### src/rtl/wdog_pkg.sv
package wdog_pkg;

  localparam int CNT_W  = 8;
  localparam int DATA_W = 8;

  localparam logic ADDR_CTRL = 1'b0;
  localparam logic ADDR_CNT  = 1'b1;

  localparam int FLAG_BIT  = 7;
  localparam int MODE_BIT  = 6;
  localparam int RUN_BIT   = 5;
  localparam int RSTEN_BIT = 4;

  typedef struct packed {
    logic flag;
    logic wd_mode;
    logic run;
    logic rst_en;
  } wdog_ctrl_t;

  function automatic logic [DATA_W-1:0] ctrl_pack(input wdog_ctrl_t c);
    logic [DATA_W-1:0] v;
    v = '0;
    v[FLAG_BIT]  = c.flag;
    v[MODE_BIT]  = c.wd_mode;
    v[RUN_BIT]   = c.run;
    v[RSTEN_BIT] = c.rst_en;
    return v;
  endfunction

  function automatic logic [CNT_W-1:0] cnt_next(input logic [CNT_W-1:0] c);
    return c + CNT_W'(1);
  endfunction

  function automatic logic cnt_is_last(input logic [CNT_W-1:0] c);
    return &c;
  endfunction

  function automatic int ovf_pulse_len(input logic rst_en, input int with_rst,
                                       input int without_rst);
    return rst_en ? with_rst : without_rst;
  endfunction

  function automatic int max_int(input int a, input int b);
    return (a > b) ? a : b;
  endfunction

endpackage

### src/rtl/wdog_count.sv
module wdog_count
  import wdog_pkg::*;
#(
  parameter int W = CNT_W
) (
  input  logic         clk,
  input  logic         rst_n,
  input  logic         load,
  input  logic [W-1:0] load_val,
  input  logic         tick,
  input  logic         run,
  output logic [W-1:0] cnt,
  output logic         wrap
);

  logic step;
  assign step = tick && run && !load;
  assign wrap = step && (&cnt);

  always_ff @(posedge clk or negedge rst_n) begin
    if (!rst_n)      cnt <= '0;
    else if (load)   cnt <= load_val;
    else if (step)   cnt <= cnt + W'(1);
  end

  assert_count_step_R3: assert property (@(posedge clk) disable iff (!rst_n)
    (tick && run && !load) |=> cnt == W'($past(cnt) + W'(1)));

  assert_count_hold_R3: assert property (@(posedge clk) disable iff (!rst_n)
    (!load && !(tick && run)) |=> $stable(cnt));

  assert_load_wins_R4: assert property (@(posedge clk) disable iff (!rst_n)
    load |=> cnt == $past(load_val));

endmodule

### src/rtl/wdog_pulse.sv
module wdog_pulse #(
  parameter int LEN_W = 10
) (
  input  logic             clk,
  input  logic             rst_n,
  input  logic             start,
  input  logic [LEN_W-1:0] len,
  output logic             active
);

  logic [LEN_W-1:0] remaining;

  always_ff @(posedge clk or negedge rst_n) begin
    if (!rst_n)                remaining <= '0;
    else if (start)            remaining <= len;
    else if (remaining != '0)  remaining <= remaining - LEN_W'(1);
  end

  assign active = (remaining != '0);

  assert_pulse_starts_R6: assert property (@(posedge clk) disable iff (!rst_n)
    (start && len != '0) |=> active);

  assert_pulse_countdown_R6: assert property (@(posedge clk) disable iff (!rst_n)
    (active && !start) |=> remaining == LEN_W'($past(remaining) - LEN_W'(1)));

endmodule

### src/rtl/wdog_regs.sv
module wdog_regs
  import wdog_pkg::*;
(
  input  logic       clk,
  input  logic       rst_n,
  input  logic       wr_en,
  input  logic       rd_en,
  input  logic       addr,
  input  logic [3:0] wr_hi,
  input  logic       wd_ovf,
  output wdog_ctrl_t ctrl
);

  logic wr_ctrl, rd_ctrl, armed, clr_flag;

  assign wr_ctrl  = wr_en && (addr == ADDR_CTRL);
  assign rd_ctrl  = rd_en && (addr == ADDR_CTRL);
  assign clr_flag = wr_ctrl && armed && !wr_hi[FLAG_BIT-4];

  always_ff @(posedge clk or negedge rst_n) begin
    if (!rst_n) begin
      ctrl.wd_mode <= 1'b0;
      ctrl.run     <= 1'b0;
      ctrl.rst_en  <= 1'b0;
    end else if (wr_ctrl) begin
      ctrl.wd_mode <= wr_hi[MODE_BIT-4];
      ctrl.run     <= wr_hi[RUN_BIT-4];
      ctrl.rst_en  <= wr_hi[RSTEN_BIT-4];
    end
  end

  always_ff @(posedge clk or negedge rst_n) begin
    if (!rst_n)        ctrl.flag <= 1'b0;
    else if (wd_ovf)   ctrl.flag <= 1'b1;
    else if (clr_flag) ctrl.flag <= 1'b0;
  end

  always_ff @(posedge clk or negedge rst_n) begin
    if (!rst_n)                   armed <= 1'b0;
    else if (wr_ctrl)             armed <= 1'b0;
    else if (rd_ctrl && ctrl.flag) armed <= 1'b1;
  end

  assert_flag_set_R9: assert property (@(posedge clk) disable iff (!rst_n)
    wd_ovf |=> ctrl.flag);

  assert_flag_clear_R10: assert property (@(posedge clk) disable iff (!rst_n)
    $fell(ctrl.flag) |-> ($past(wr_en) && $past(addr) == ADDR_CTRL
                          && !$past(wr_hi[FLAG_BIT-4])));

endmodule

### src/rtl/wdog_top.sv
module wdog_top
  import wdog_pkg::*;
#(
  parameter int OVF_LEN_RST   = 133,
  parameter int OVF_LEN_NORST = 130,
  parameter int IRST_LEN      = 519
) (
  input  logic              clk,
  input  logic              rst_n,
  input  logic              tick,
  input  logic              wr_en,
  input  logic              rd_en,
  input  logic              addr,
  input  logic [DATA_W-1:0] wdata,
  output logic [DATA_W-1:0] rdata,
  output logic              wdt_ovf_n,
  output logic              int_rst
);

  localparam int LEN_MAX = max_int(max_int(OVF_LEN_RST, OVF_LEN_NORST), IRST_LEN);
  localparam int LEN_W   = $clog2(LEN_MAX + 1);

  wdog_ctrl_t       ctrl;
  logic [CNT_W-1:0] cnt;
  logic             cnt_load, wrap, wd_ovf, irst_start;
  logic             ovf_active, irst_active;
  logic [LEN_W-1:0] ovf_len, irst_len;

  assign cnt_load   = wr_en && (addr == ADDR_CNT);
  assign wd_ovf     = wrap && ctrl.wd_mode;
  assign irst_start = wd_ovf && ctrl.rst_en;
  assign ovf_len    = LEN_W'(ovf_pulse_len(ctrl.rst_en, OVF_LEN_RST, OVF_LEN_NORST));
  assign irst_len   = LEN_W'(IRST_LEN);

  wdog_regs u_regs (
    .clk    (clk),
    .rst_n  (rst_n),
    .wr_en  (wr_en),
    .rd_en  (rd_en),
    .addr   (addr),
    .wr_hi  (wdata[7:4]),
    .wd_ovf (wd_ovf),
    .ctrl   (ctrl)
  );

  wdog_count #(.W(CNT_W)) u_count (
    .clk      (clk),
    .rst_n    (rst_n),
    .load     (cnt_load),
    .load_val (wdata),
    .tick     (tick),
    .run      (ctrl.run),
    .cnt      (cnt),
    .wrap     (wrap)
  );

  wdog_pulse #(.LEN_W(LEN_W)) u_ovf_pulse (
    .clk    (clk),
    .rst_n  (rst_n),
    .start  (wd_ovf),
    .len    (ovf_len),
    .active (ovf_active)
  );

  wdog_pulse #(.LEN_W(LEN_W)) u_irst_pulse (
    .clk    (clk),
    .rst_n  (rst_n),
    .start  (irst_start),
    .len    (irst_len),
    .active (irst_active)
  );

  assign rdata     = (addr == ADDR_CNT) ? cnt : ctrl_pack(ctrl);
  assign wdt_ovf_n = !ovf_active;
  assign int_rst   = irst_active;

  assert_ovf_cause_R5: assert property (@(posedge clk) disable iff (!rst_n)
    $fell(wdt_ovf_n) |-> $past(wd_ovf));

  assert_wrap_zero_R5: assert property (@(posedge clk) disable iff (!rst_n)
    wd_ovf |=> (cnt == '0 || $past(cnt_load)));

  assert_irst_with_ovf_R7: assert property (@(posedge clk) disable iff (!rst_n)
    $rose(int_rst) |-> !wdt_ovf_n);

  assert_no_pulse_mode_off_R8: assert property (@(posedge clk) disable iff (!rst_n)
    (wrap && !ctrl.wd_mode && wdt_ovf_n) |=> wdt_ovf_n);

endmodule

### config.mk
export PLATFORM = sky130hd
export DESIGN_NAME = wdog_top
export DESIGN_NICKNAME = d
export VERILOG_FILES = /design/src/rtl/wdog_pkg.sv /design/src/rtl/wdog_count.sv /design/src/rtl/wdog_pulse.sv /design/src/rtl/wdog_regs.sv /design/src/rtl/wdog_top.sv
export SDC_FILE = /design/constraint.sdc
export NUM_CORES = 1
export LEC_CHECK = 0
export CAP_MARGIN = 0
export CELL_PAD_IN_SITES_DETAIL_PLACEMENT = 1
export CELL_PAD_IN_SITES_GLOBAL_PLACEMENT = 1
export CORE_MARGIN = 1.5
export CORE_UTILIZATION = 51
export CTS_CLUSTER_SIZE = 12
export DETAILED_ROUTE_END_ITERATION = 8
export DONT_BUFFER_PORTS = 1
export PLACE_DENSITY_LB_ADDON = 0.1
export SYNTH_ARGS = -nofsm -noshare
export SYNTH_HDL_FRONTEND = slang
export SYNTH_SLANG_ARGS = --single-unit
### constraint.sdc
create_clock -name clk -period 3.1 [get_ports clk]
set_clock_uncertainty 0.05 [all_clocks]
set_input_delay 0.62 -clock clk [delete_from_list [all_inputs] [get_ports clk]]
set_output_delay 0.62 -clock clk [all_outputs]
set_load 0.005 [all_outputs]
* Word level (Yosys, flattened, before mapping)
Index checks and enable logic that the tools add are counted.
Cells by class: reductions and logical operators 22, divide/modulo/power cells 0, $add $sub $neg 3, shifts and indexed selects 0, $mul 0, bitwise logic cells 1, muxes and demuxes 12, eq/ne operators 0, $lt $le $gt $ge 0
Operator list (count):
- $mux W10 | 4
- $mux W8 | 3
- $reduce_bool A10 Y1 | 2
- $sub A10 B1 Y10 const B | 2
- $logic_and A1 B1 Y1 | 11
- $reduce_bool A2 Y1 | 5
- $add A8 B1 Y8 const B | 1
- $reduce_and A8 Y1 | 1
- $mux W1 | 4
- $logic_not A1 Y1 | 3
- $mux W3 | 1
- $not A1 Y1 | 1
Storage, ports and cells: register bits 33, bits in latches 0, memories kept 0, memory bits (writable) 0, memory bits (read-only) 0

* Longest topological paths before layout
depth in word-level cells 7, gate-level depth with buffers 7, mapped depth without buffers 7

* Modules after synthesis
From an unflattened synthesis, not the netlist that was laid out.
Second synthesis, totals: cells, all modules 225, area total of the unflattened synthesis 2184.6 sq um
Modules (own cells, without submodules):
- wdog_pulse | area an instance 686.9 sq um, cells an instance 73, seq. area each 250.2 sq um, times used 2
- wdog_count | area an instance 454.2 sq um, cells an instance 50, seq. area each 200.2 sq um, times used 1
- wdog_regs | area an instance 220.2 sq um, cells an instance 13, seq. area each 125.1 sq um, times used 1
- wdog_top | area an instance 136.4 sq um, cells an instance 16, seq. area each 0.0 sq um, times used 1

* Worst setup path before layout
OpenSTA, ideal clock, no wires.
path kind register to output, from reg u_ovf_pulse.remaining[0], to out wdt_ovf_n, required time 2.430 ns, buffers on the path 0, stages on the path, launching flop included 6, slack 0.878 ns, arrival 1.552 ns, cells stage by stage dfrtp_1 > inv_1 > ha_1 > nor3b_1 > nand3_1 > inv_1
On the way: word-level cells in the longest chain between the ends 2
RTL lines:
- start: declaration | RTL line wdog_pulse.sv:11 | logic [LEN_W-1:0] remaining;
- start signal: assignment | RTL line wdog_pulse.sv:15 | else if (start) remaining <= len;
- start signal: assignment | RTL line wdog_pulse.sv:16 | else if (remaining != '0) remaining <= remaining - LEN_W'(1);
- $reduce_bool A10 Y1 | RTL line wdog_pulse.sv:19 | assign active = (remaining != '0);
- $logic_not A1 Y1 | RTL line wdog_top.sv:74 | assign wdt_ovf_n = !ovf_active;
- end: declaration | RTL line wdog_top.sv:16 | output logic wdt_ovf_n,
No other way between the ends.

* Final worst setup path
from reg u_irst_pulse.remaining[0], to out int_rst
On the way: word-level cells in the longest chain between the ends 1
RTL lines:
- start: declaration | RTL line wdog_pulse.sv:11
- start signal: assignment | RTL line wdog_pulse.sv:15
- start signal: assignment | RTL line wdog_pulse.sv:16
- $reduce_bool A10 Y1 | RTL line wdog_pulse.sv:19
- end: declaration | RTL line wdog_top.sv:17 | output logic int_rst
No other way between the ends.

==> key figures <==
Global routing
  • First-pass GRT wire length: between 6000 and 7000 µm
  • Pin count of the biggest net entering global routing: 34
  • Vias in the first global route: approximately 1.5k
  • Initial antenna violation count: 0
  • GRT Util Overall: 0.227
  • Gr ovfl total: 0

Power
  • Overall power: approximately 1.1 mW
  • Max IR drop VDD: 0.000293 V
  • Leak: 0.788 nW
  • PwrDens: about 560 mW/mm²

Synthesis
  • Post-synth ARST share: 1.00
  • Seq/Total Area, Yosys: 0.461
  • Yosys cell types: 40
  • Post-synth EDFFs: 0
  • Post-synth top area cell: dfrtp_1
  • Synth top area cells: dfrtp_1 46%, mux2_2 4.4%, nand2_1 4.2%, o21ai_0 3.6%, xor2_1 3.4%
  • Synth Instances: approximately 190
  • Top_reg_cell synth: dfrtp_1
  • Share of the synthesized area in the top cell type: 0.461
  • Cell Area, Synth: between 0.0015 and 0.002 mm²
  • Yosys warning count: 0
  • #FFs+latches synth: 33
  • Average size of a mapped cell: 9.58 µm²
  • Mapped Nets: between 200 and 250

Critical path
  • Req. time, crit path: about 2.4 ns
  • R2R setup slack: around 0.95 ns
  • Kind of critical path: reg -> out
  • CP Data Arrival Time: roughly 2.1 ns
  • Max FO, Critical Path: 8
  • CP endpoint kind: output pin
  • Startpoint types: register

Die
  • Die height: 62.3 µm
  • Die Area: between 0.003 and 0.004 mm²
  • Ports: 24
  • Core outline area: between 0.003 and 0.004 mm²
  • Row cnt: 21
  • Initial Utilization: 0.533
  • Chip width: between 60 and 70 µm

Run status
  • Status: finished, final reports clean

Finish
  • Area Growth Syn to Fin: 6.77%
  • N_diodes: 0
  • Leading cell type in the layout, fill and taps excluded: dfrtp_1
  • Most frequent cells in the layout: 33 x dfrtp_1, 20 x nand2_1, 13 x o21ai_0, 11 x nor2_1, 10 x a21oi_1
  • Layout cells sized above 1: 0.119
  • Final #Nets: roughly 210

Run
  • Max_cap viols: 0

STA
  • Tightest Pin Transition: 1.05 ns
  • Final Hold Viols: 0
  • Fin crit share: 0.892
  • Final worst slack: around 0.34 ns
  • Final Max Tran Viols: 0
  • Final setup fails: 0
  • Post-Route Setup TNS: 0 ns
  • Minimum clock period: approximately 2.8 ns
  • Relative slew slack: 0.296
  • Max Freq: around 360 MHz
  • RSZ-0062 raised after global routing: no

Placed design
  • Dpl ws: around 0.73 ns
  • Placer Congestion: around 0.8
  • HPWL Detailed: roughly 2900 µm
  • Number of I/O port buffers: 0

Route
  • Via Count: about 1.4k
  • WL/cell: between 15 and 20 µm
  • DRT Pass-1 Iters: 4
  • Routed Antenna Nets: 0
  • Drt total wl: 3920 µm
  • 1st-iter DRT viols: 28
  • Drt drc: 0
  • Avg Vias per Cell: 5.82

Clock network
  • Worst-path clk slew: roughly 0.11 ns
  • CTS Hold Bufs: 1
  • Setup Buffers After CTS: 0
  • TritonCTS clock tree: yes
  • H-tree depth: 2
  • CTS Root Cell: clkbuf_4
  • Clk_lat worst skew: around 0.34 ns
  • Post_cts resized: 0
  • TritonCTS buffer count: 5
  • Clock Sink Count: 33
  • Clk buf depth: 2

Hold path
  • Worst Hold Class: in -> async
[where the power goes]
group / total [mW] / internal (mW) / switching, mW
sequential: 0.612 / 0.513 / 0.0989
clock: 0.238 / 0.0863 / 0.151
combinational: 0.230 / 0.113 / 0.116
total: 1.08 / 0.713 / 0.367
[worst max-delay path: stages, from the launching register on]
cell     delay, ns
dfrtp_1       0.42
inv_1         0.10
ha_1          0.18
or3b_2        0.53
nor4_4        0.40
inv_2         0.13
[area by class of cell]
cell class,count,area (µm²)
clock buffer,6,41.3
inverter,8,30.0
timing repair buffer,2,27.5
multi-input combinational,142,921
sequential,33,826
tap,46,57.6
clock inverter,2,10.0
fill,414,1450
[final timing paths]
| kind | from | endpoint | cells after the start |
|---|---|---|---|
| hold reg to reg | u_regs.armed$_DFFE_PN0P_ | u_regs.armed$_DFFE_PN0P_ | 2 |
| hold / removal | rst_n | u_ovf_pulse.remaining[3]$_DFFE_PN0P_ | 1 |
| setup reg to reg | u_irst_pulse.remaining[0]$_DFFE_PN0P_ | u_irst_pulse.remaining[4]$_DFFE_PN0P_ | 7 |
| setup / recovery | u_irst_pulse.remaining[0]$_DFFE_PN0P_ | int_rst | 5 |
| max in group asynchronous | rst_n | u_regs.ctrl[3]$_DFFE_PN0P_ | 1 |
| min in group clk | wdata[0] | u_count.cnt[0]$_DFFE_PN0P_ | 2 |
[sequential cells by signal, indices dropped and copies added (netlist names)]
name / cells
u_irst_pulse.remaining: 10
u_ovf_pulse.remaining: 10
u_count.cnt: 8
u_regs.ctrl: 4
u_regs.armed: 1
[cell usage after synthesis (3+ instances only)]
library cell,n
and3_1,4
inv_1,7
dfrtp_1,33
clkbuf_1,4
ha_1,3
xnor2_1,3
nand4_1,4
mux2i_1,4
a21oi_1,10
nor2_1,11
and2_1,8
nand3b_1,4
nand2b_1,3
o21ai_0,13
nor3_1,5
nand2_1,20
xor2_1,7
nor2b_1,3
nand3_1,7
mux2_2,7
[per-stage QoR]
| stage | instances | hold WS (ns) | cell area [µm²] | util |
|---|---|---|---|---|
| 2_1_floorplan | 187 | 0.274 | 1790 | - |
| 3_3_place_gp | 230 | 0.275 | 1840 | 0.548 |
| 3_5_place_dp | 230 | 0.275 | 1840 | 0.548 |
| 4_1_cts | 239 | 0.0373 | 1910 | 0.569 |
| 5_1_grt | 239 | 0.0269 | 1910 | 0.569 |
| 6_report | 239 | 0.0345 | 1910 | 0.569 |
[layer usage]
metal | vias to the layer above | GRT usage | part of all wire
li1 | 674 | - | -
met4 | 0 | 0.0500 | 0.011
met1 | 692 | 0.279 | 0.45
met3 | 6 | 0.0761 | 0.040
met2 | 20 | 0.389 | 0.50
met5 | - | 0 | 0
[cells by family after synthesis]
family	Yosys count	synth area share
XOR/XNOR	10	0.0489
multiplexers	11	0.0663
flip-flops	33	0.461
AND/OR/NAND/NOR	85	0.272
buffers and inverters	12	0.0251
adder cells (fa/ha/maj)	3	0.0210
AO/OA/AOI/OAI	33	0.105
Power figures use the tool's default switching activity.
